<file path="src/rtl/rbc_pkg.sv">
package rbc_pkg;

  typedef enum logic [1:0] {
    MODE_NORMAL  = 2'b00,
    MODE_STREAM  = 2'b01,
    MODE_FAST    = 2'b10,
    MODE_RSVD    = 2'b11
  } dmode_e;

  // Even parity for one byte lane: the bit that makes the lane's ones even.
  function automatic logic lane_even_par(input logic [7:0] b);
    return ^b;
  endfunction

  // Beats in a tenure for a given size bit.
  function automatic int unsigned tenure_beats(input logic burst, input int unsigned burst_len);
    return burst ? burst_len : 1;
  endfunction

  // Grant qualification: fast mode does not consult the retry line.
  function automatic logic grant_ok(input logic dbg, input logic drtry, input dmode_e m);
    return dbg && ((m == MODE_FAST) || !drtry);
  endfunction

endpackage

</file>
<file path="src/rtl/rbc_parity_chk.sv">
module rbc_parity_chk #(
  parameter int LANES = 8
) (
  input  logic [LANES*8-1:0] data,
  input  logic [LANES-1:0]   par,
  output logic [LANES-1:0]   lane_bad,
  output logic               any_bad
);
  import rbc_pkg::*;

  for (genvar k = 0; k < LANES; k++) begin : g_lane
    assign lane_bad[k] = lane_even_par(data[k*8 +: 8]) ^ par[k];
  end

  assign any_bad = |lane_bad;

endmodule

</file>
<file path="src/rtl/rbc_beat_ctr.sv">
module rbc_beat_ctr #(
  parameter int MAX_BEATS = 4,
  localparam int CW = $clog2(MAX_BEATS + 1)
) (
  input  logic          clk,
  input  logic          rst_n,
  input  logic          clear,
  input  logic          inc,
  input  logic          dec,
  input  logic [CW-1:0] total,
  output logic [CW-1:0] count,
  output logic          full,
  output logic          at_last
);

  always_ff @(posedge clk or negedge rst_n) begin
    if (!rst_n)     count <= '0;
    else if (clear) count <= '0;
    else if (inc)   count <= count + 1'b1;
    else if (dec)   count <= count - 1'b1;
  end

  assign full    = (count == total);
  assign at_last = ((count + 1'b1) == total);

  // captured beats never exceed the tenure length
  p_cnt_bound_r3: assert property (@(posedge clk) disable iff (!rst_n)
    count <= total);

  // a rewind only happens when a beat is outstanding
  p_no_underflow_r5: assert property (@(posedge clk) disable iff (!rst_n)
    dec |-> (count != '0));

  // capture and rewind never coincide
  p_inc_dec_excl_r5: assert property (@(posedge clk) disable iff (!rst_n)
    !(inc && dec));

endmodule

</file>
<file path="src/rtl/rbc_top.sv">
module rbc_top #(
  parameter int DATA_W    = 64,
  parameter int BURST_LEN = 4,
  localparam int LANES = DATA_W / 8,
  localparam int IDX_W = $clog2(BURST_LEN),
  localparam int CW    = $clog2(BURST_LEN + 1)
) (
  input  logic              clk,
  input  logic              rst_n,
  input  logic              dbg_i,
  input  logic              ta_i,
  input  logic              drtry_i,
  input  logic [1:0]        mode_i,
  input  logic              burst_i,
  input  logic [DATA_W-1:0] data_i,
  input  logic [LANES-1:0]  par_i,
  output logic              fill_valid_o,
  output logic [DATA_W-1:0] fill_data_o,
  output logic [IDX_W-1:0]  fill_beat_o,
  output logic              done_o,
  output logic              busy_o,
  output logic              perr_o,
  output logic [IDX_W-1:0]  perr_beat_o
);
  import rbc_pkg::*;

  // Tenure state
  logic   busy_q;
  dmode_e mode_q;
  logic   burst_q;

  // Hold stage (normal and streaming modes)
  logic              hold_v;
  logic [DATA_W-1:0] hold_data;
  logic [IDX_W-1:0]  hold_idx;
  logic              hold_last;

  // Named internal events
  logic              start_ev;
  logic              capture_ev;
  logic              retry_ev;
  logic              fast_m;
  logic              stream_m;
  logic [CW-1:0]     total;
  logic [CW-1:0]     cnt;
  logic              cnt_full;
  logic              cnt_last;
  logic              par_bad;
  logic [LANES-1:0]  lane_bad;
  logic              fwd_v;
  logic [DATA_W-1:0] fwd_data;
  logic [IDX_W-1:0]  fwd_idx;
  logic              fwd_last;

  assign fast_m   = (mode_q == MODE_FAST);
  assign stream_m = (mode_q == MODE_STREAM);
  assign total    = CW'(tenure_beats(burst_q, BURST_LEN));

  assign start_ev   = !busy_q && grant_ok(dbg_i, drtry_i, dmode_e'(mode_i));
  assign retry_ev   = hold_v && drtry_i && !fast_m && (!stream_m || hold_last);
  assign capture_ev = busy_q && ta_i && !retry_ev && !cnt_full;

  rbc_beat_ctr #(.MAX_BEATS(BURST_LEN)) u_ctr (
    .clk     (clk),
    .rst_n   (rst_n),
    .clear   (start_ev),
    .inc     (capture_ev),
    .dec     (retry_ev),
    .total   (total),
    .count   (cnt),
    .full    (cnt_full),
    .at_last (cnt_last)
  );

  rbc_parity_chk #(.LANES(LANES)) u_par (
    .data     (data_i),
    .par      (par_i),
    .lane_bad (lane_bad),
    .any_bad  (par_bad)
  );

  // Forwarding source: straight from the bus in fast mode, else from hold.
  always_comb begin
    if (fast_m) begin
      fwd_v    = capture_ev;
      fwd_data = data_i;
      fwd_idx  = cnt[IDX_W-1:0];
      fwd_last = cnt_last;
    end else begin
      fwd_v    = hold_v && !retry_ev;
      fwd_data = hold_data;
      fwd_idx  = hold_idx;
      fwd_last = hold_last;
    end
  end

  always_ff @(posedge clk or negedge rst_n) begin
    if (!rst_n) begin
      busy_q  <= 1'b0;
      mode_q  <= MODE_NORMAL;
      burst_q <= 1'b0;
    end else if (start_ev) begin
      busy_q  <= 1'b1;
      mode_q  <= dmode_e'(mode_i);
      burst_q <= burst_i;
    end else if (fwd_v && fwd_last) begin
      busy_q  <= 1'b0;
    end
  end

  always_ff @(posedge clk or negedge rst_n) begin
    if (!rst_n) begin
      hold_v    <= 1'b0;
      hold_data <= '0;
      hold_idx  <= '0;
      hold_last <= 1'b0;
    end else begin
      hold_v <= capture_ev && !fast_m;
      if (capture_ev) begin
        hold_data <= data_i;
        hold_idx  <= cnt[IDX_W-1:0];
        hold_last <= cnt_last;
      end
    end
  end

  always_ff @(posedge clk or negedge rst_n) begin
    if (!rst_n) begin
      fill_valid_o <= 1'b0;
      fill_data_o  <= '0;
      fill_beat_o  <= '0;
      done_o       <= 1'b0;
    end else begin
      fill_valid_o <= fwd_v;
      done_o       <= fwd_v && fwd_last;
      if (fwd_v) begin
        fill_data_o <= fwd_data;
        fill_beat_o <= fwd_idx;
      end
    end
  end

  always_ff @(posedge clk or negedge rst_n) begin
    if (!rst_n) begin
      perr_o      <= 1'b0;
      perr_beat_o <= '0;
    end else if (capture_ev && par_bad && !perr_o) begin
      perr_o      <= 1'b1;
      perr_beat_o <= cnt[IDX_W-1:0];
    end
  end

  assign busy_o = busy_q;

  // completion only accompanies a forwarded beat
  p_done_with_fill_r8: assert property (@(posedge clk) disable iff (!rst_n)
    done_o |-> fill_valid_o);

  // the tenure has ended when completion is shown
  p_done_idle_r8: assert property (@(posedge clk) disable iff (!rst_n)
    done_o |-> !busy_o);

  // the latched mode cannot move while a tenure continues
  p_mode_hold_r10: assert property (@(posedge clk) disable iff (!rst_n)
    (busy_q && $past(busy_q)) |-> $stable(mode_q));

  // parity error flag is sticky
  p_perr_sticky_r9: assert property (@(posedge clk) disable iff (!rst_n)
    perr_o |=> perr_o);

  // fast mode forwards on the edge after acknowledge
  p_fast_latency_r6: assert property (@(posedge clk) disable iff (!rst_n)
    (capture_ev && fast_m) |=> fill_valid_o);

  // a retried beat is never forwarded
  p_retry_drop_r5: assert property (@(posedge clk) disable iff (!rst_n)
    retry_ev |=> !fill_valid_o);

  // no output emerges from an idle block
  p_idle_quiet_r3: assert property (@(posedge clk) disable iff (!rst_n)
    (!busy_o && !done_o) |=> !fill_valid_o);

endmodule

</file>
<file path="config.mk">
export PLATFORM = sky130hd
export DESIGN_NAME = rbc_top
export DESIGN_NICKNAME = d
export VERILOG_FILES = /design/src/rtl/rbc_pkg.sv /design/src/rtl/rbc_parity_chk.sv /design/src/rtl/rbc_beat_ctr.sv /design/src/rtl/rbc_top.sv
export SDC_FILE = /design/constraint.sdc
export NUM_CORES = 1
export LEC_CHECK = 0
export BUFFER_PORTS_ARGS = -buffer_cell sky130_fd_sc_hd__buf_2
export CAP_MARGIN = 0
export CORE_ASPECT_RATIO = 1.4
export CORE_MARGIN = 2
export CORE_UTILIZATION = 49
export DETAILED_ROUTE_END_ITERATION = 10
export GPL_TIMING_DRIVEN = 0
export PLACE_DENSITY = 0.76
export SYNTH_ARGS = -nofsm -noshare
export SYNTH_HDL_FRONTEND = slang
export SYNTH_SLANG_ARGS = --single-unit
</file>
<file path="constraint.sdc">
create_clock -name clk -period 2 [get_ports clk]
set_input_delay 0.1 -clock clk [delete_from_list [all_inputs] [get_ports clk]]
set_output_delay 0.1 -clock clk [all_outputs]
set_load 0.01 [all_outputs]
</file>
# Word-level counts from Yosys, hierarchy flattened
# Index checks and enable logic that the tools add are counted.
# word_totals
ff_bits	146
out_inout_bits	72
elab_cells	72
# classes
add_sub_neg	2
eq_ne	5
n_mux	10
bitwise	8
n_reduce_logical	33
# op_table
cell	n
$mux W64	1
$reduce_xor A8 Y1	8
$logic_and A1 B1 Y1	13
$mux W3	4
$reduce_or A8 Y1	1
$xor A1 B1 Y1	8
$logic_not A1 Y1	7
$eq A3 B3 Y1	2
$eq A2 B2 Y1 const B	2
$mux W1	4
$add A3 B1 Y3 const B	1
$reduce_bool A3 Y1	1
$sub A3 B1 Y3 const B	1
$eq A2 B1 Y1 const B	1
$logic_or A1 B1 Y1	2
$mux W2	1
$reduce_bool A2 Y1	1

# Logic depth before layout (Yosys ltp)
# Gate-level depths: netlist (run 1).
# depth
word_depth	11
mapped_depth	10

# Hierarchy
# From an unflattened synthesis (run 1), not the netlist that was laid out.
# unflattened
cells_unflattened	659
area_unflattened_um2	7548.5
# by_module_without_submodules
mod	n_inst	cells_each	area_each_um2
rbc_top	1	573	6683.9
rbc_parity_chk	1	59	619.3
rbc_beat_ctr	1	27	245.2

# Worst setup path before layout (run 1)
# OpenSTA, ideal clock, no wires.
# synth_path
path_type	flip-flop to flip-flop
start	register mode_q[1]
end	register perr_beat_o[0]
arrival_ns	1.769
required_ns	1.872
setup_slack_ns	0.103
path_stages_with_launch	8
synth_period_minus_slack_ns	1.897
path_cell_list	dfrtp_1 > or3b_1 > nand4_2 > o2111a_1 > buf_4 > and2b_1 > o41ai_4 > mux2_1
# synth_between
elab_chain_cells	9
word_cells_on_any_way	12
cone_classes	2 x eq/ne; 10 x reduce/logical
# synth_rtl
element	line_no	source
start, declared	rbc_top.sv:29	dmode_e mode_q;
start signal, assigned	rbc_top.sv:104	mode_q <= dmode_e'(mode_i);
$eq A2 B2 Y1 / $eq A2 B1 Y1 (equally long branches)	rbc_top.sv:55, rbc_top.sv:56	
$logic_not A1 Y1	rbc_top.sv:60	assign retry_ev = hold_v && drtry_i && !fast_m && (!stream_m || hold_last);
$logic_and A1 B1 Y1 / $logic_or A1 B1 Y1 (equally long branches)	rbc_top.sv:60	
$logic_and A1 B1 Y1 (*)	rbc_top.sv:60	
$logic_not A1 Y1 (*)	rbc_top.sv:61	assign capture_ev = busy_q && ta_i && !retry_ev && !cnt_full;
$logic_and A1 B1 Y1 (*) (2 in a row)	rbc_top.sv:61	
$logic_and A1 B1 Y1 (*) (2 in a row)	rbc_top.sv:147	end else if (capture_ev && par_bad && !perr_o) begin
end signal, assigned	rbc_top.sv:149	perr_beat_o <= cnt[IDX_W-1:0];
end, declared	rbc_top.sv:23	output logic [IDX_W-1:0] perr_beat_o
# Every way passes the cells marked *; elsewhere a longest branch is shown, timed or not.
# A chain may end at the register's enable or synchronous reset.

# Final worst setup path (run 1)
# layout_path
start	register mode_q[1]
end	register fill_data_o[14]
# layout_between
elab_chain_cells	8
word_cells_on_any_way	13
cone_classes	2 x eq/ne; 2 x mux; 9 x reduce/logical
# layout_rtl
element	line_no	source
$eq A2 B2 Y1 / $eq A2 B1 Y1 (equally long branches)	rbc_top.sv:55, rbc_top.sv:56	
$logic_not A1 Y1	rbc_top.sv:60	
$logic_and A1 B1 Y1 / $logic_or A1 B1 Y1 (equally long branches)	rbc_top.sv:60	
$logic_and A1 B1 Y1	rbc_top.sv:60	
$logic_not A1 Y1	rbc_top.sv:61, rbc_top.sv:90	
$logic_and A1 B1 Y1 (2 in a row)	rbc_top.sv:61	
$mux W1	rbc_top.sv:84	if (fast_m) begin
end signal, assigned	rbc_top.sv:137	fill_data_o <= fwd_data;
end, declared	rbc_top.sv:18	output logic [DATA_W-1:0] fill_data_o,
# Parallel ways exist; a longest one is shown, timed or not.

==> results of run 1 <==
## worst register-to-register path: cells and delay by family, from the launching register on
family | cells | cell delay [ns]
buffers and inverters | 4 | 0.58
DFF | 1 | 0.42
and+or+nand+nor | 3 | 0.59
AOI/OAI and AO/OA | 3 | 0.39
## per-layer routing
metal | GRT usage (%) | vias up
met5 | 0 | -
met4 | 7.895 | 0
met3 | 5.825 | 25
met2 | 40.46 | 123
met1 | 26.07 | 2556
li1 | - | 2388
## state kept, by name (all words and copies together) (netlist names)
name,flops
perr_beat_o,2
hold_v,1
hold_data,64
perr_o,1
done_o,1
hold_idx,2
fill_data_o,64
burst_q,1
fill_valid_o,1
fill_beat_o,2
busy_o,1
mode_q,2
hold_last,1
u_ctr.count,3
## power by group through the flow
stage               logic [mW]  clock network [mW]  registers, mW
CTS                      0.627                2.96           2.95
finish                   0.635                2.89           2.95
global route             0.685                3.09           2.95
detailed placement       0.520                   0           3.01
global placement         0.503                   0           3.01
floorplan                0.261                   0           3.01
## cells by family after synthesis
group / share of synthesized area (%)
muxes: 21.74
adders and majority gates: 0.3697
buffers and inverters: 2.736
AOI/OAI and AO/OA: 6.619
xor gates and xnor gates: 9.114
DFF: 53.98
and+or+nand+nor: 5.436
## through the flow
stage               area [µm²]  setup TNS, ns  power, mW  setup WS (ns)  instances
floorplan                 6768              0      3.270         0.1031        550
global placement          7751        -186.96      3.511         -1.141        883
detailed placement        7785         -26.73      3.528        -0.3561        884
CTS                       9161         -4.691      6.536       -0.09670        991
global route              9453         -10.35      6.729        -0.1505        992
finish                    9453         -4.409      6.479        -0.1023        992
## repair_timing
| item | 4_1_cts | 5_1_grt |
|---|---|---|
| endpoints found under the hold margin | 135 | 0 |
| hold buffers | 69 | 0 |
| cloned | 1 | 3 |
| endpoints found under the setup margin | 139 | 138 |
| resized for setup | 43 | 82 |
| setup buffers | 12 | 9 |
| pin swaps | 4 | 21 |
## cell type report
| cell class | count | share of cell area, % |
|---|---|---|
| sequential | 146 | 38.66 |
| tap | 182 | 2.409 |
| timing repair buffer | 232 | 17.79 |
| inverter | 6 | 0.2383 |
| clock buffer | 21 | 4.871 |
| multi-input combinational | 367 | 32.56 |
| buffer | 27 | 2.621 |
| clock inverter | 11 | 0.8471 |
## worst max-delay path by stage
| stage | start | endpoint | slack [ns] | cells after the start |
|---|---|---|---|---|
| finish | mode_q[1] | fill_data_o[14] | -0.10 | 10 |
| global route | mode_q[1] | fill_data_o[27] | -0.15 | 10 |
| CTS | u_ctr.count[0] | fill_data_o[15] | -0.1 | 9 |
| detailed placement | mode_q[0] | fill_data_o[48] | -0.36 | 8 |
| global placement | rst_n | fill_valid_o | -1.14 | 1 |
| floorplan | mode_q[1] | perr_beat_o[0] | 0.10 | 7 |
## synth_stat cells (2+ instances only)
cell / number
mux2i_1: 66
nand2b_1: 2
buf_2: 9
xor2_1: 18
clkbuf_1: 10
buf_4: 9
a21oi_1: 5
mux2_1: 2
nor2_1: 5
nand2_1: 70
inv_1: 6
dfrtp_1: 146
buf_1: 2
mux2_2: 70
o21ai_0: 52
o21ai_1: 16
xnor2_1: 37
ha_1: 2
xnor3_1: 6
==> results.md, run 1 <==
- CP Class: reg -> reg
- H-tree depth: 4
- Vias/cell: 5.133
- HPWL Detailed: 11,050 µm
- Avg Synthesized Cell Area: 12.30 µm²
- Min-delay worst type: in -> reg
- Mapped Nets: 632
- Clock share of power: 44.6%
- Hold Path Sink: fill_data_o[63]
- Int Power: 4.941 mW
- Layout Utilization: 70.28%
- Via count: 5,092
- Max Buffers Root-to-Sink: 2
- Worst setup margin: -0.1023 ns
- WL/cell: 16.79 µm
- R2R depth: 10
- Arr. time, crit path: 2.38 ns
- Critical path fanouts, max: 10
- Largest net degree at the start of global routing: 81
- Cell family with most CP delay: simple AND/OR/NAND/NOR gates
- Critical Path Source Type: flop
- Seq/Total Area, Yosys: 53.98%
- Synth Instances: 550
- Chip height: 143.1 µm
- Critical hold path startpoint: data_i[63]
- Top cells by area, synth: dfrtp_1, mux2_2, mux2i_1, xnor2_1, nand2_1
- Top cell type's share of synthesized area: 53.98%
- FFs w/ async S/R, synth: 100.0%
- First-pass GRT wire length: 25,670 µm
- Count of port buffers added during placement: 151
- Final worst path period need: 2.102 ns
- Clk_lat worst skew: 0.41 ns
- Buf/Inv on CP: 4
- Maximum vdd drop: 0.6012 mV
- TritonCTS clock tree: done
- Share of power burned in registers: 45.6%
- Synth warn: 0
- Synth area leader: dfrtp_1
- Multi-input gate area: 3078 µm²
- Vias in the first global route: 5,303
- M1 WL: 6661 µm
- Io pins: 152
- Commonest cells after routing, fill and taps aside: dfrtp_1, buf_2, mux2_2, mux2i_1, dlygate4sd3_1
- FF-to-FF Start: mode_q[1]
- Final nets: 879
- Met2 wire length: 8993 µm
- Yosys cell types: 36
- Row cnt: 50
- Routed Antenna Nets: 0
- WL met3: 708 µm
- Top FF cell, synth: dfrtp_1
- Final wirelength: 16,650 µm
- RSZ-0062 raised after global routing: true
- Sw power: 1.537 mW
- Sequential cell area: 3655 µm²
- Initial DRC count: 130
- Mapped Area: 6768 µm²
- Fin crit share: 105.1%
- GPL Wtd Cong: 0.7943
- Reg2Reg Setup Slack: -0.10 ns
- Pre-antenna DRT Iters: 4
- Starting density of the core: 50.32%
- Clock-pin slew on the worst setup and hold paths: 0.06 ns
- Tightest hold margin: 0.005134 ns
- Skew final: 0.007360 ns
- CP Capture Type: flop
- Cells along the critical path: or3b_4 -> nand4_4 -> o2111a_2 -> buf_6 -> a22oi_4 -> buf_12 -> buf_12 -> buf_6 -> nand2_1 -> o21ai_0
- CP max stage delay: 0.43 ns
- Switch share: 23.73%
- Result of the run: finished, violations left
- Area delta synth->final: 39.67%
- Final Hold Viols: 0
- Commonest non-fill, non-tap cell in the layout: dfrtp_1
- R2R Path End: fill_data_o[14]
- Proportion of layout cells with a drive suffix above 1: 39.88%
- GRT Resource Usage Total: 22.73%
- Drt drc: 0
- Pwr dens: 685.4 nW/µm²
- Yosys reg bits: 146
- CTS Sinks: 146
- Antenna violations before repair: 0
- Failing checks: negative setup slack
- Fmax: 475.7 MHz
- Diode count: 0
- Relative slew slack: 58.52%
- Worst-Margin Slew: 0.6221 ns
- Max-slew violation count: 0
- Power share of the combinational group: 9.8%
- Crit path required time: 2.28 ns
- Final-report setup violation count: 89
- DR top layer: met4
- Root Buffer: clkbuf_16
- Total core area: 13,450 µm²
- Worst path slowest cell: or3b_4
- TritonCTS buffer count: 17
- Post-synth EDFFs: 0
- GRT overflow: 0
- Filler cell count: 970
- Maxcap violations: 0
- Die Area: 14,780 µm²
- Die Wd: 103.3 µm
- LEAKAGE: 4.584 nW
- Hold-critical path depth: 3
No activity file was read; power rests on OpenSTA's default activity.
==> run 2, diff against run 1 <==
REMOVE_ABC_BUFFERS = 1   (was not set)
==> results.md, run 2 (same netlist as run 1, synthesis figures left out) <==
- Result of the run: finished, violations left
- Failing checks: negative setup slack
- CP Class: reg -> reg
- Commonest non-fill, non-tap cell in the layout: buf_2
- Largest regs: fill_data_o: 64 flops, hold_data: 64 flops, u_ctr.count: 3 flops
- GRT overflow: 0
- Maximum vdd drop: 0.6223 mV
- Pwr dens: 673.3 nW/µm²
- Antenna violations before repair: 0
- Count of port buffers added during placement: 151
- Io pins: 152
- Final Hold Viols: 0
- GPL Wtd Cong: 0.7842
- Critical Path Source Type: flop
- Worst path slowest cell: dfrtp_2
- Proportion of layout cells with a drive suffix above 1: 45.53%
- WL/cell: 19.74 µm
- CP Capture Type: flop
- Final worst path period need: 2.077 ns
- Diode count: 0
- Hold-critical path depth: 3
- Die Wd: 103.3 µm
- Crit. path cell count: 9
- Clk_lat worst skew: 0.42 ns
- Relative slew slack: 51.48%
- Worst-Margin Slew: 0.7277 ns
- CP max stage delay: 0.41 ns
- Worst setup margin: -0.07713 ns
- Fin crit share: 103.9%
- Chip height: 143.1 µm
- Fmax: 481.4 MHz
- Worst Setup SP: u_ctr.count[0]
- Final wirelength: 19,940 µm
- Root Buffer: clkbuf_16
- Final-report setup violation count: 67
- FF-to-FF Start: u_ctr.count[0]
- R2R depth: 9
- Via count: 5,363
- Total core area: 13,450 µm²
- Crit path to: fill_data_o[5]
- TritonCTS buffer count: 17
- Vias in the first global route: 5,520
- CTS Sinks: 146
- First-pass GRT wire length: 28,230 µm
- Cell family with most CP delay: compound AO/OA/AOI/OAI gates
- RSZ-0062 raised after global routing: true
- Crit path required time: 2.29 ns
- HPWL Detailed: 10,190 µm
- Arr. time, crit path: 2.37 ns
- Initial DRC count: 238
- Tightest hold margin: 0.01887 ns
- Final nets: 898
- Buf/Inv on CP: 4
- Post-route insts no fill: 1,010
- TritonCTS clock tree: done
- Pre-antenna DRT Iters: 4
- Starting density of the core: 50.32%
- Drt drc: 0
- Vias/cell: 5.310
- Routed Antenna Nets: 0
- Area delta synth->final: 50.60%
- LEAKAGE: 4.893 nW
- Most frequent cell on the critical path: buf_12
- Filler cell count: 825
- Setup TNS: -2.953 ns
- Critical path fanouts, max: 5
- Die Area: 14,780 µm²
- Maxcap violations: 0
- Layout Utilization: 75.78%
- Row cnt: 50
- Max-slew violation count: 0
- Clock-pin slew on the worst setup and hold paths: 0.06 ns
- Largest net degree at the start of global routing: 79
- Skew final: 0.01129 ns
- Cells along the critical path: and3b_2 -> a21oi_4 -> o2111a_4 -> buf_6 -> a22oi_4 -> buf_12 -> buf_12 -> buf_16 -> o21ai_4
- GRT Resource Usage Total: 25.16%
- Placed Cells: 860
- Commonest cells after routing, fill and taps aside: buf_2, dfrtp_1, mux2_2, dlygate4sd3_1, mux2i_1
- Reg2Reg Setup Slack: -0.08 ns
- Min-delay worst type: in -> reg
- H-tree depth: 4
- Max Buffers Root-to-Sink: 2
- R2R Path End: fill_data_o[5]
[run 2: what timing repair did]
| item | 4_1_cts | 5_1_grt |
|---|---|---|
| setup buffers | 23 | 6 |
| pin swaps | 9 | 29 |
| hold endpoints to repair | 148 | 0 |
| hold buffers | 68 | 0 |
| setup endpoints to repair | 141 | 94 |
| gates cloned | 10 | 14 |
| resized for setup | 36 | 94 |
[run 2: worst min-delay path, cell delays in order]
cell and delay, ns:
buf_2 0.11, mux2i_1 0.07, o21ai_1 0.11
[run 2: final cells by class]
| class | instances | area [µm²] | share of cell area [%] |
|---|---|---|---|
| Sequential cell | 146 | 3656 | 35.87 |
| Multi-Input combinational cell | 368 | 3216 | 31.55 |
| Timing Repair Buffer | 277 | 2470 | 24.23 |
| Clock buffer | 19 | 442.9 | 4.346 |
| Tap cell | 182 | 227.7 | 2.234 |
| Clock inverter | 12 | 157.7 | 1.547 |
| Inverter | 6 | 22.52 | 0.2210 |
[run 2: per-stage QoR]
step / setup slack [ns] / total power, mW / instance area, µm²
final: -0.07713 / 6.863 / 10190
after global routing: -0.1424 / 7.086 / 10190
after CTS: -0.05350 / 6.872 / 9597
after detailed placement: -0.6348 / 3.518 / 7786
after global placement: -9.138 / 3.498 / 7589
after floorplan: -5.445 / 3.270 / 6605
[run 2: worst min path at each step]
stage,from,to
CTS,data_i[3],fill_data_o[3]
global placement,burst_i,burst_q
global route,data_i[3],fill_data_o[3]
detailed placement,rst_n,fill_data_o[57]
finish,data_i[0],fill_data_o[0]
floorplan,rst_n,burst_q
[run 2: power by group]
part / leakage (nW) / internal (mW) / switching (mW) / total [mW]
combinational: 2.58 / 0.322 / 0.301 / 0.623
sequential: 2.03 / 2.95 / 0 / 2.95
clock: 0.286 / 2.00 / 1.29 / 3.29
total: 4.89 / 5.27 / 1.59 / 6.86
[run 2: routing by layer]
layer  global-route usage (%)  routed length, µm  vias up
li1                         -                  -     2438
met1                    30.84               8148     2726
met2                    43.34              10570      152
met3                    4.209                639       47
met4                    10.53                583        0
met5                        0                  0        -
==> run 3, diff against run 2 <==
GPL_TIMING_DRIVEN = 1   (was 0)
==> results.md, run 3 (same netlist as run 1, synthesis figures left out) <==
- Result of the run: complete, no violations
- Starting density of the core: 50.32%
- GRT overflow: 0
- TritonCTS buffer count: 17
- Pwr dens: 722.4 nW/µm²
- TritonCTS clock tree: done
- Max Buffers Root-to-Sink: 2
- HPWL Detailed: 10,310 µm
- Crit path required time: 2.30 ns
- Met1 global-route usage: 25.49%
- GRT Resource Usage Total: 22.71%
- Maxcap violations: 0
- Final-report setup violation count: 0
- Reg2Reg Setup Slack: 0.004 ns
- Largest net degree at the start of global routing: 78
- Worst Setup SP: hold_last
- Final worst path period need: 1.996 ns
- LEAKAGE: 4.630 nW
- R2R depth: 6
- Crit path to: hold_data[33]
- Io pins: 152
- Final wirelength: 17,080 µm
- R2R Path End: hold_data[33]
- CP Class: reg -> reg
- Vias in the first global route: 5,338
- Total core area: 13,450 µm²
- Area delta synth->final: 39.62%
- Skew final: 0.01307 ns
- Pre-antenna DRT Iters: 4
- Top Usage Layer GRT: met2
- Tightest hold margin: 0.006350 ns
- Via count: 5,053
- Final nets: 861
- Arr. time, crit path: 2.29 ns
- Fin crit share: 99.82%
- Tot Pwr: 6.826 mW
- Vias/cell: 5.188
- Maximum vdd drop: 0.4932 mV
- Commonest cells after routing, fill and taps aside: dfrtp_1, buf_2, nand2_1, mux2_2, mux2i_1
- FF-to-FF Start: hold_last
- WL/cell: 17.54 µm
- Root Buffer: clkbuf_16
- H-tree depth: 4
- Clock-pin slew on the worst setup and hold paths: 0.06 ns
- CTS Sinks: 146
- Multi-input gate area: 3070 µm²
- Diode count: 0
- Commonest non-fill, non-tap cell in the layout: dfrtp_1
- Clk_lat worst skew: 0.42 ns
- Chip height: 143.1 µm
- Critical Path Source Type: flop
- Final Hold Viols: 0
- Row cnt: 50
- Count of port buffers added during placement: 151
- Antenna violations before repair: 0
- Relative slew slack: 68.43%
- Hold-critical path depth: 3
- Fmax: 500.9 MHz
- Initial DRC count: 118
- Min-delay worst type: in -> reg
- Max-slew violation count: 0
- First-pass GRT wire length: 25,610 µm
- Die Area: 14,780 µm²
- Drt drc: 0
- Largest regs: fill_data_o: 64 flops, hold_data: 64 flops, u_ctr.count: 3 flops
- Worst-Margin Slew: 0.4735 ns
- GPL Wtd Cong: 0.7670
- Routed Antenna Nets: 0
- Proportion of layout cells with a drive suffix above 1: 37.50%
- Filler cell count: 920
- Critical path fanouts, max: 20
- Met2 GRT Util: 40.60%
- Die Wd: 103.3 µm
- Sequential cell area: 3654 µm²
- RSZ-0062 raised after global routing: true
- Global routing met3 resource utilization: 4.552%
- Setup TNS: 0 ns
- CP Capture Type: flop
[run 3: routing by layer]
layer | share of wire (%) | up-vias
met2 | 55 | 120
met1 | 39 | 2543
met4 | 2.9 | 0
met5 | 0 | -
li1 | - | 2353
met3 | 3.3 | 37
[run 3: worst min-delay path by stage]
stage               startpoint  slack (ns)              end
floorplan                rst_n       -0.20          burst_q
global placement         rst_n        0.06  fill_data_o[57]
detailed placement       rst_n        0.08  fill_data_o[57]
CTS                  data_i[4]      0.0002   fill_data_o[4]
global route         data_i[4]        0.01   fill_data_o[4]
finish               data_i[4]       0.006   fill_data_o[4]
[run 3: repair_timing]
item                       in CTS  in global routing
hold buffers                   69                  0
setup endpoints to repair       0                111
hold endpoints to repair      115                  0
buffers inserted                0                  9
gates resized for setup         0                 40
[run 3: critical path, cell delays in order, from the launching register on]
cell and delay [ns]:
dfrtp_1 0.39, or3b_4 0.43, nand4_4 0.09, o2111a_4 0.26
buf_12 0.15, clkbuf_16 0.21, mux2_2 0.35
[run 3: final cells by class]
cell class / count / share of cell area, %
Sequential cell: 146 / 38.67
Tap cell: 182 / 2.410
Inverter: 6 / 0.2383
Multi-Input combinational cell: 367 / 32.49
Clock buffer: 21 / 4.979
Clock inverter: 11 / 1.324
Timing Repair Buffer: 241 / 19.89
[run 3: through the flow]
| stage | utilization [%] | area, µm² | setup slack [ns] | std cells |
|---|---|---|---|---|
| 2_1_floorplan | - | 6605 | -5.445 | 519 |
| 3_3_place_gp | 58.33 | 7846 | -0.02853 | 870 |
| 3_5_place_dp | 58.33 | 7846 | -0.1240 | 870 |
| 4_1_cts | 67.90 | 9133 | 0.004854 | 971 |
| 5_1_grt | 70.25 | 9449 | -0.03968 | 974 |
| 6_report | 70.25 | 9449 | 0.003633 | 974 |
[run 3: report_power, final]
| part | internal, mW | switching [mW] |
|---|---|---|
| Combinational | 0.360 | 0.316 |
| Clock | 1.94 | 1.25 |
| Sequential | 2.95 | 0 |
